<file path="src/rtl/adc_seq_pkg.sv">
package adc_seq_pkg;

  // strobes from the sequencer control to the register datapath
  typedef struct packed {
    logic ldCtrl;    // accepted write of the chip-select register
    logic ldBsel;    // accepted write of the byte-select register
    logic takeRead;  // accepted read of the data port
    logic busy;      // conversion pulse in progress
  } seqStrobes_t;

endpackage

</file>
<file path="src/rtl/adc_seq_ctrl.sv">
module adc_seq_ctrl
  import adc_seq_pkg::*;
#(
  parameter int ADDR_W     = 2,
  parameter int ADDR_START = 0,
  parameter int ADDR_DATA  = 1,
  parameter int ADDR_BSEL  = 2,
  parameter int ADDR_CTRL  = 3,
  parameter int RC_W       = 50,
  parameter int CE_DLY     = 4,
  parameter int CE_W       = 30
) (
  input  logic              clk,
  input  logic              rstN,
  input  logic              timerTick,
  input  logic [ADDR_W-1:0] busAddr,
  input  logic              busWr,
  input  logic              busRd,
  input  logic              csOn,
  output seqStrobes_t       strb,
  output logic              rcN,
  output logic              ceOut
);

  localparam int CE_END = CE_DLY + CE_W;
  localparam int SPAN   = (RC_W > CE_END) ? RC_W : CE_END;
  localparam int CNT_W  = $clog2(SPAN + 1);
  localparam logic [CNT_W-1:0] LAST_CNT  = CNT_W'(SPAN - 1);
  localparam logic [CNT_W-1:0] RC_LIMIT  = CNT_W'(RC_W);
  localparam logic [CNT_W-1:0] CE_FIRST  = CNT_W'(CE_DLY);
  localparam logic [CNT_W-1:0] CE_LIMIT  = CNT_W'(CE_END);

  logic             tickQ;
  logic             tickRise;
  logic             startReq;
  logic             startGo;
  logic             readGo;
  logic             busy;
  logic [CNT_W-1:0] cnt;
  logic             ceRd;
  logic             rcLow;
  logic             ceConv;

  assign tickRise = timerTick & ~tickQ;
  assign startReq = tickRise | (busWr && busAddr == ADDR_W'(ADDR_START));
  assign startGo  = startReq & ~busy & csOn;
  assign readGo   = busRd && busAddr == ADDR_W'(ADDR_DATA) && !busy;

  always_ff @(posedge clk or negedge rstN) begin
    if (!rstN) begin
      tickQ <= 1'b0;
      busy  <= 1'b0;
      cnt   <= '0;
      ceRd  <= 1'b0;
    end else begin
      tickQ <= timerTick;
      ceRd  <= readGo;
      if (startGo) begin
        busy <= 1'b1;
        cnt  <= '0;
      end else if (busy) begin
        cnt <= cnt + 1'b1;
        if (cnt == LAST_CNT) busy <= 1'b0;
      end
    end
  end

  assign rcLow  = busy && (cnt < RC_LIMIT);
  assign ceConv = busy && (cnt >= CE_FIRST) && (cnt < CE_LIMIT);
  assign rcN    = ~rcLow;
  assign ceOut  = ceConv | ceRd;

  assign strb.ldCtrl   = busWr && busAddr == ADDR_W'(ADDR_CTRL) && !busy;
  assign strb.ldBsel   = busWr && busAddr == ADDR_W'(ADDR_BSEL) && !busy;
  assign strb.takeRead = readGo;
  assign strb.busy     = busy;

  AST_START_DROPS_RC: assert property (@(posedge clk) disable iff (!rstN)
    startGo |=> !rcN);

  AST_CE_AFTER_RC: assert property (@(posedge clk) disable iff (!rstN)
    $rose(ceConv) |-> ($past(rcN) == 1'b0));

  AST_NO_RESTART: assert property (@(posedge clk) disable iff (!rstN)
    $fell(rcN) |-> $past(!busy));

  AST_READ_PULSES_CE: assert property (@(posedge clk) disable iff (!rstN)
    readGo |=> (ceOut && rcN));

endmodule

</file>
<file path="src/rtl/adc_seq_dp.sv">
module adc_seq_dp
  import adc_seq_pkg::*;
#(
  parameter int RES_W  = 12,
  parameter int BYTE_W = 8
) (
  input  logic              clk,
  input  logic              rstN,
  input  seqStrobes_t       strb,
  input  logic [BYTE_W-1:0] busWData,
  input  logic [RES_W-1:0]  adcResult,
  output logic              csOn,
  output logic              a0,
  output logic [BYTE_W-1:0] rdData
);

  localparam int LOW_W = RES_W - BYTE_W;
  localparam int PAD_W = BYTE_W - LOW_W;

  logic [BYTE_W-1:0] hiByte;
  logic [BYTE_W-1:0] loByte;
  logic              unusedWBits;

  assign hiByte      = adcResult[RES_W-1 -: BYTE_W];
  assign loByte      = {adcResult[LOW_W-1:0], {PAD_W{1'b0}}};
  assign unusedWBits = ^busWData[BYTE_W-1:1];

  always_ff @(posedge clk or negedge rstN) begin
    if (!rstN) begin
      csOn   <= 1'b0;
      a0     <= 1'b0;
      rdData <= '0;
    end else begin
      if (strb.ldCtrl) csOn <= busWData[0];
      if (strb.ldBsel)               a0 <= busWData[0];
      else if (strb.takeRead && a0)  a0 <= 1'b0;
      if (strb.takeRead) rdData <= a0 ? loByte : hiByte;
    end
  end

  AST_CS_HELD: assert property (@(posedge clk) disable iff (!rstN)
    (strb.busy && $past(strb.busy)) |-> $stable(csOn));

  AST_A0_RETURNS: assert property (@(posedge clk) disable iff (!rstN)
    (strb.takeRead && a0) |=> !a0);

  AST_RDATA_HELD: assert property (@(posedge clk) disable iff (!rstN)
    !strb.takeRead |=> $stable(rdData));

endmodule

</file>
<file path="src/rtl/adc_start_readout.sv">
module adc_start_readout
  import adc_seq_pkg::*;
#(
  parameter int ADDR_W     = 2,
  parameter int ADDR_START = 0,
  parameter int ADDR_DATA  = 1,
  parameter int ADDR_BSEL  = 2,
  parameter int ADDR_CTRL  = 3,
  parameter int RC_W       = 50,
  parameter int CE_DLY     = 4,
  parameter int CE_W       = 30
) (
  input  logic              clk,
  input  logic              rstN,
  input  logic              timerTick,
  input  logic [ADDR_W-1:0] busAddr,
  input  logic              busWr,
  input  logic              busRd,
  input  logic [7:0]        busWData,
  output logic [7:0]        busRData,
  input  logic [11:0]       adcResult,
  output logic              adcCsN,
  output logic              adcRcN,
  output logic              adcCe,
  output logic              adcA0
);

  seqStrobes_t strb;
  logic        csOn;
  logic        a0;

  adc_seq_ctrl #(
    .ADDR_W(ADDR_W), .ADDR_START(ADDR_START), .ADDR_DATA(ADDR_DATA),
    .ADDR_BSEL(ADDR_BSEL), .ADDR_CTRL(ADDR_CTRL),
    .RC_W(RC_W), .CE_DLY(CE_DLY), .CE_W(CE_W)
  ) ctrl_i (
    .clk(clk), .rstN(rstN), .timerTick(timerTick), .busAddr(busAddr),
    .busWr(busWr), .busRd(busRd), .csOn(csOn), .strb(strb),
    .rcN(adcRcN), .ceOut(adcCe)
  );

  adc_seq_dp #(.RES_W(12), .BYTE_W(8)) dp_i (
    .clk(clk), .rstN(rstN), .strb(strb), .busWData(busWData),
    .adcResult(adcResult), .csOn(csOn), .a0(a0), .rdData(busRData)
  );

  assign adcCsN = ~csOn;
  assign adcA0  = a0;

endmodule

</file>
<file path="config.mk">
export PLATFORM = sky130hd
export DESIGN_NAME = adc_start_readout
export DESIGN_NICKNAME = d
export VERILOG_FILES = /design/src/rtl/adc_seq_pkg.sv /design/src/rtl/adc_seq_ctrl.sv /design/src/rtl/adc_seq_dp.sv /design/src/rtl/adc_start_readout.sv
export SDC_FILE = /design/constraint.sdc
export NUM_CORES = 1
export LEC_CHECK = 0
export BUFFER_PORTS_ARGS = -buffer_cell sky130_fd_sc_hd__buf_2
export CAP_MARGIN = 5
export CORE_UTILIZATION = 35
export DETAILED_ROUTE_END_ITERATION = 8
export GPL_ROUTABILITY_DRIVEN = 0
export SETUP_SLACK_MARGIN = 0.05
export SLEW_MARGIN = 10
export SYNTH_ARGS = -nofsm -noshare
export SYNTH_HDL_FRONTEND = slang
export SYNTH_SLANG_ARGS = --single-unit
</file>
<file path="constraint.sdc">
create_clock -name clk -period 1.4 [get_ports clk]
set_input_delay 0.07 -clock clk [delete_from_list [all_inputs] [get_ports clk]]
set_output_delay 0.07 -clock clk [all_outputs]
set_load 0.05 [all_outputs]
</file>
==> impl_results.md <==
- RSZ-0062 raised after global routing: true
- Worst slack, placed: 0.0556 ns
- Buf+Inv Stages, Crit Path: 1
- Layout cells sized above 1: 47.5%
- Clock Skews: between 0.005 and 0.006 ns
- CTS tree: done
- TritonCTS Sinks: 19
- Leak: approximately 0.00066 uW
- Largest net degree at the start of global routing: 20
- Hold Path Sink: dp_i.rdData[1]
- CP Data Arrival Time: 1.39 ns
- Post-synth ARST share: 100%
- H-tree levels: 1
- Reg clk slew, reported paths: between 0.1 and 0.15 ns
- Crit path launch type: register
- Die W: between 50 and 60 um
- Post-synth cell types: 33
- Data required time of the worst path: 1.33 ns
- Final setup margin: -0.0615 ns
- Total global-route track usage: 17.0%
- Crit path max-delay family: flip-flops
- Core area: about 2600 sq um
- N_diodes: 0
- Final instance area: 1370 sq um
- Grt ovf: 0
- # DRC: 0
- Multi-input gate area: 487 sq um
- CP cell instances: nor3_2 > mux2i_1 > a21o_1 > buf_6
- Post-layout nets: 171
- CP max FO: 2
- DP Area: 1170 sq um
- Dpl hpwl: 1.37 mm
- Register area: 478 sq um
- First-pass GRT wire length: 3.59 mm
- Critical path origin: ctrl_i.cnt[3]
- Final Hold Vio Count: 0
- Crit path max-delay cell type: dfrtp_1
- Initial core utilization: 38.2%
- Via count: 840
- Routed len/inst: 12.1 um
- Wirelength, routed: 2.07 mm
- Clk buf depth: 2
- Initial antenna violation count: 0
- Setup TNS: -0.0953 ns
- Tmin final: 1.46 ns
- Status: finished, violations left
- Cell with the most instances after synthesis: dfrtp_1
- Predominant post-synthesis flop cell: dfrtp_1
- Mapped Area: 980 sq um
- DR vias/cell: 4.91
- DRT Pass-1 Iters: 4
- EDFF count, synth: 0
- Filler instances: 247
- Maxcap violations: 0
- Reg-to-reg slack, setup: 0.05 ns
- Final-report max-slew violation count: 0
- Period utilization: 104%
- Slew HR: 72.3%
- Fmax: 0.684 GHz
- Post-Synthesis Cells: 95
- Avg Synthesized Cell Area: 10.3 sq um
- Top-area cell type share of the netlist area: 48.5%
- R2R cell count: 4
- Hold Crit Start: adcResult[5]
- Worst-margin pin slew: 0.415 ns
- IO Port Bufs: 31
- Die span in y: 54.9 um
- Final setup violation count: 2
- Failing checks: negative setup slack
- Die footprint: ~3000 sq um
- Boundary pin count: 39
- Post-DRT Antenna Nets: 0
- Pwr/cell area: 2330 nW/um^2
- Cells taking the most area after synthesis: dfrtp_1 49%, mux2i_1 5.1%, o21ai_0 4.6%
- Max IR drop VDD: 1.33 mV
- Root Buffer: clkbuf_4
- Vias in the first global route: 814
- Worst Hold Class: primary input to register
- Worst reg2reg path startpoint: ctrl_i.busy
- FP Rows: 18
- Endpoint class of the critical path: output pin
- First DRT Iteration DRCs: 17
- Layout area overhead: 39.8%
- Cts bufs inserted: 3
- Kind of critical path: register to output pin
- Clock Latency Late Sink: 0.30 ns
- Synth Register Bits: 19
- CP peak stage delay: 0.40 ns
- Hold Path Depth: 3
- Synth Net Count: 124
- Largest area contributor in the synthesized netlist: dfrtp_1
- Synth warnings: 0
- Post-synthesis sequential area ratio: 48.5%
- Top cells by count, synth: 19 x dfrtp_1, 9 x nand2_1, 9 x o21ai_0, 7 x inv_1
- Worst r2r dst: dp_i.rdData[1]
## cells by family (layout without fill, tap and decap cells)
kind of cell / count (synthesis) / after routing / synth area share, %
XOR/XNOR: 2 / 2 / 1.79
AND/OR/NAND/NOR: 33 / 33 / 19.8
AO/OA/AOI/OAI: 21 / 21 / 13.8
buffers and inverters: 12 / 58 / 7.28
multiplexers: 6 / 6 / 6.26
flip-flops: 19 / 19 / 48.5
adder cells (fa/ha/maj): 2 / 2 / 2.55
## power breakdown
part | total [uW] | switching (uW) | internal [uW]
clock | 275 | 168 | 107
sequential | 1030 | 236 | 797
combinational | 1890 | 1170 | 716
## timing repair
item,in CTS,in global routing
endpoints found under the setup margin,3,11
buffers inserted,1,5
hold buffers,4,0
hold endpoints to repair,22,0
pin swaps,2,4
resized for setup,10,19
cloned,1,1
## through the flow
step,hold slack (ns),power (uW),instances,util (%)
2_1_floorplan,-0.226,2290,95,-
3_3_place_gp,0.0383,2640,156,45.7
3_5_place_dp,0.0325,2680,156,45.7
4_1_cts,0.00522,3080,166,50.0
5_1_grt,0.0244,3420,171,53.4
6_report,0.0190,3190,171,53.4
## worst min-delay path: stages
cell	delay (ns)
buf_2	0.07
nand3b_1	0.07
o21ai_1	0.07
## cell usage in the layout, fill, tap and decap left out, types with 3 or more instances in the layout
master / synthesis / routed
buf_2: 0 / 30
dfrtp_1: 19 / 17
nand2_1: 9 / 9
inv_1: 7 / 7
buf_4: 1 / 7
mux2i_1: 5 / 5
buf_6: 3 / 5
a21oi_2: 1 / 4
nand3b_1: 4 / 4
o21ai_0: 9 / 4
dlygate4sd3_1: 0 / 4
o21ai_1: 0 / 3
nor2_1: 5 / 3
clkbuf_4: 0 / 3
## per-layer routing
metal | global-route usage (%) | wire length (um)
met1 | 21.0 | 913
met2 | 28.5 | 1030
met3 | 3.55 | 91
met4 | 7.50 | 34
met5 | 0 | 0
## registers in the layout (all words and copies together) (netlist names)
signal        flops
ctrl_i.cnt        6
ctrl_i.ceRd       1
dp_i.rdData       8
dp_i.csOn         1
dp_i.a0           1
ctrl_i.busy       1
ctrl_i.tickQ      1
## final cells by class
class,instances,area share (%)
Clock inverter,1,0.365
Timing Repair Buffer,47,22.9
Clock buffer,3,1.64
Multi-Input combinational cell,64,35.5
Tap cell,30,2.74
Sequential cell,19,34.9
Inverter,7,1.92
## worst max path at each step
stage / to / cells past startpoint
floorplan: adcCe / 4
global placement: adcCe / 4
detailed placement: dp_i.rdData[1] / 4
CTS: adcCe / 4
global route: adcCe / 4
finish: adcCe / 4
Note: power is estimated with default switching activity, not from simulation.
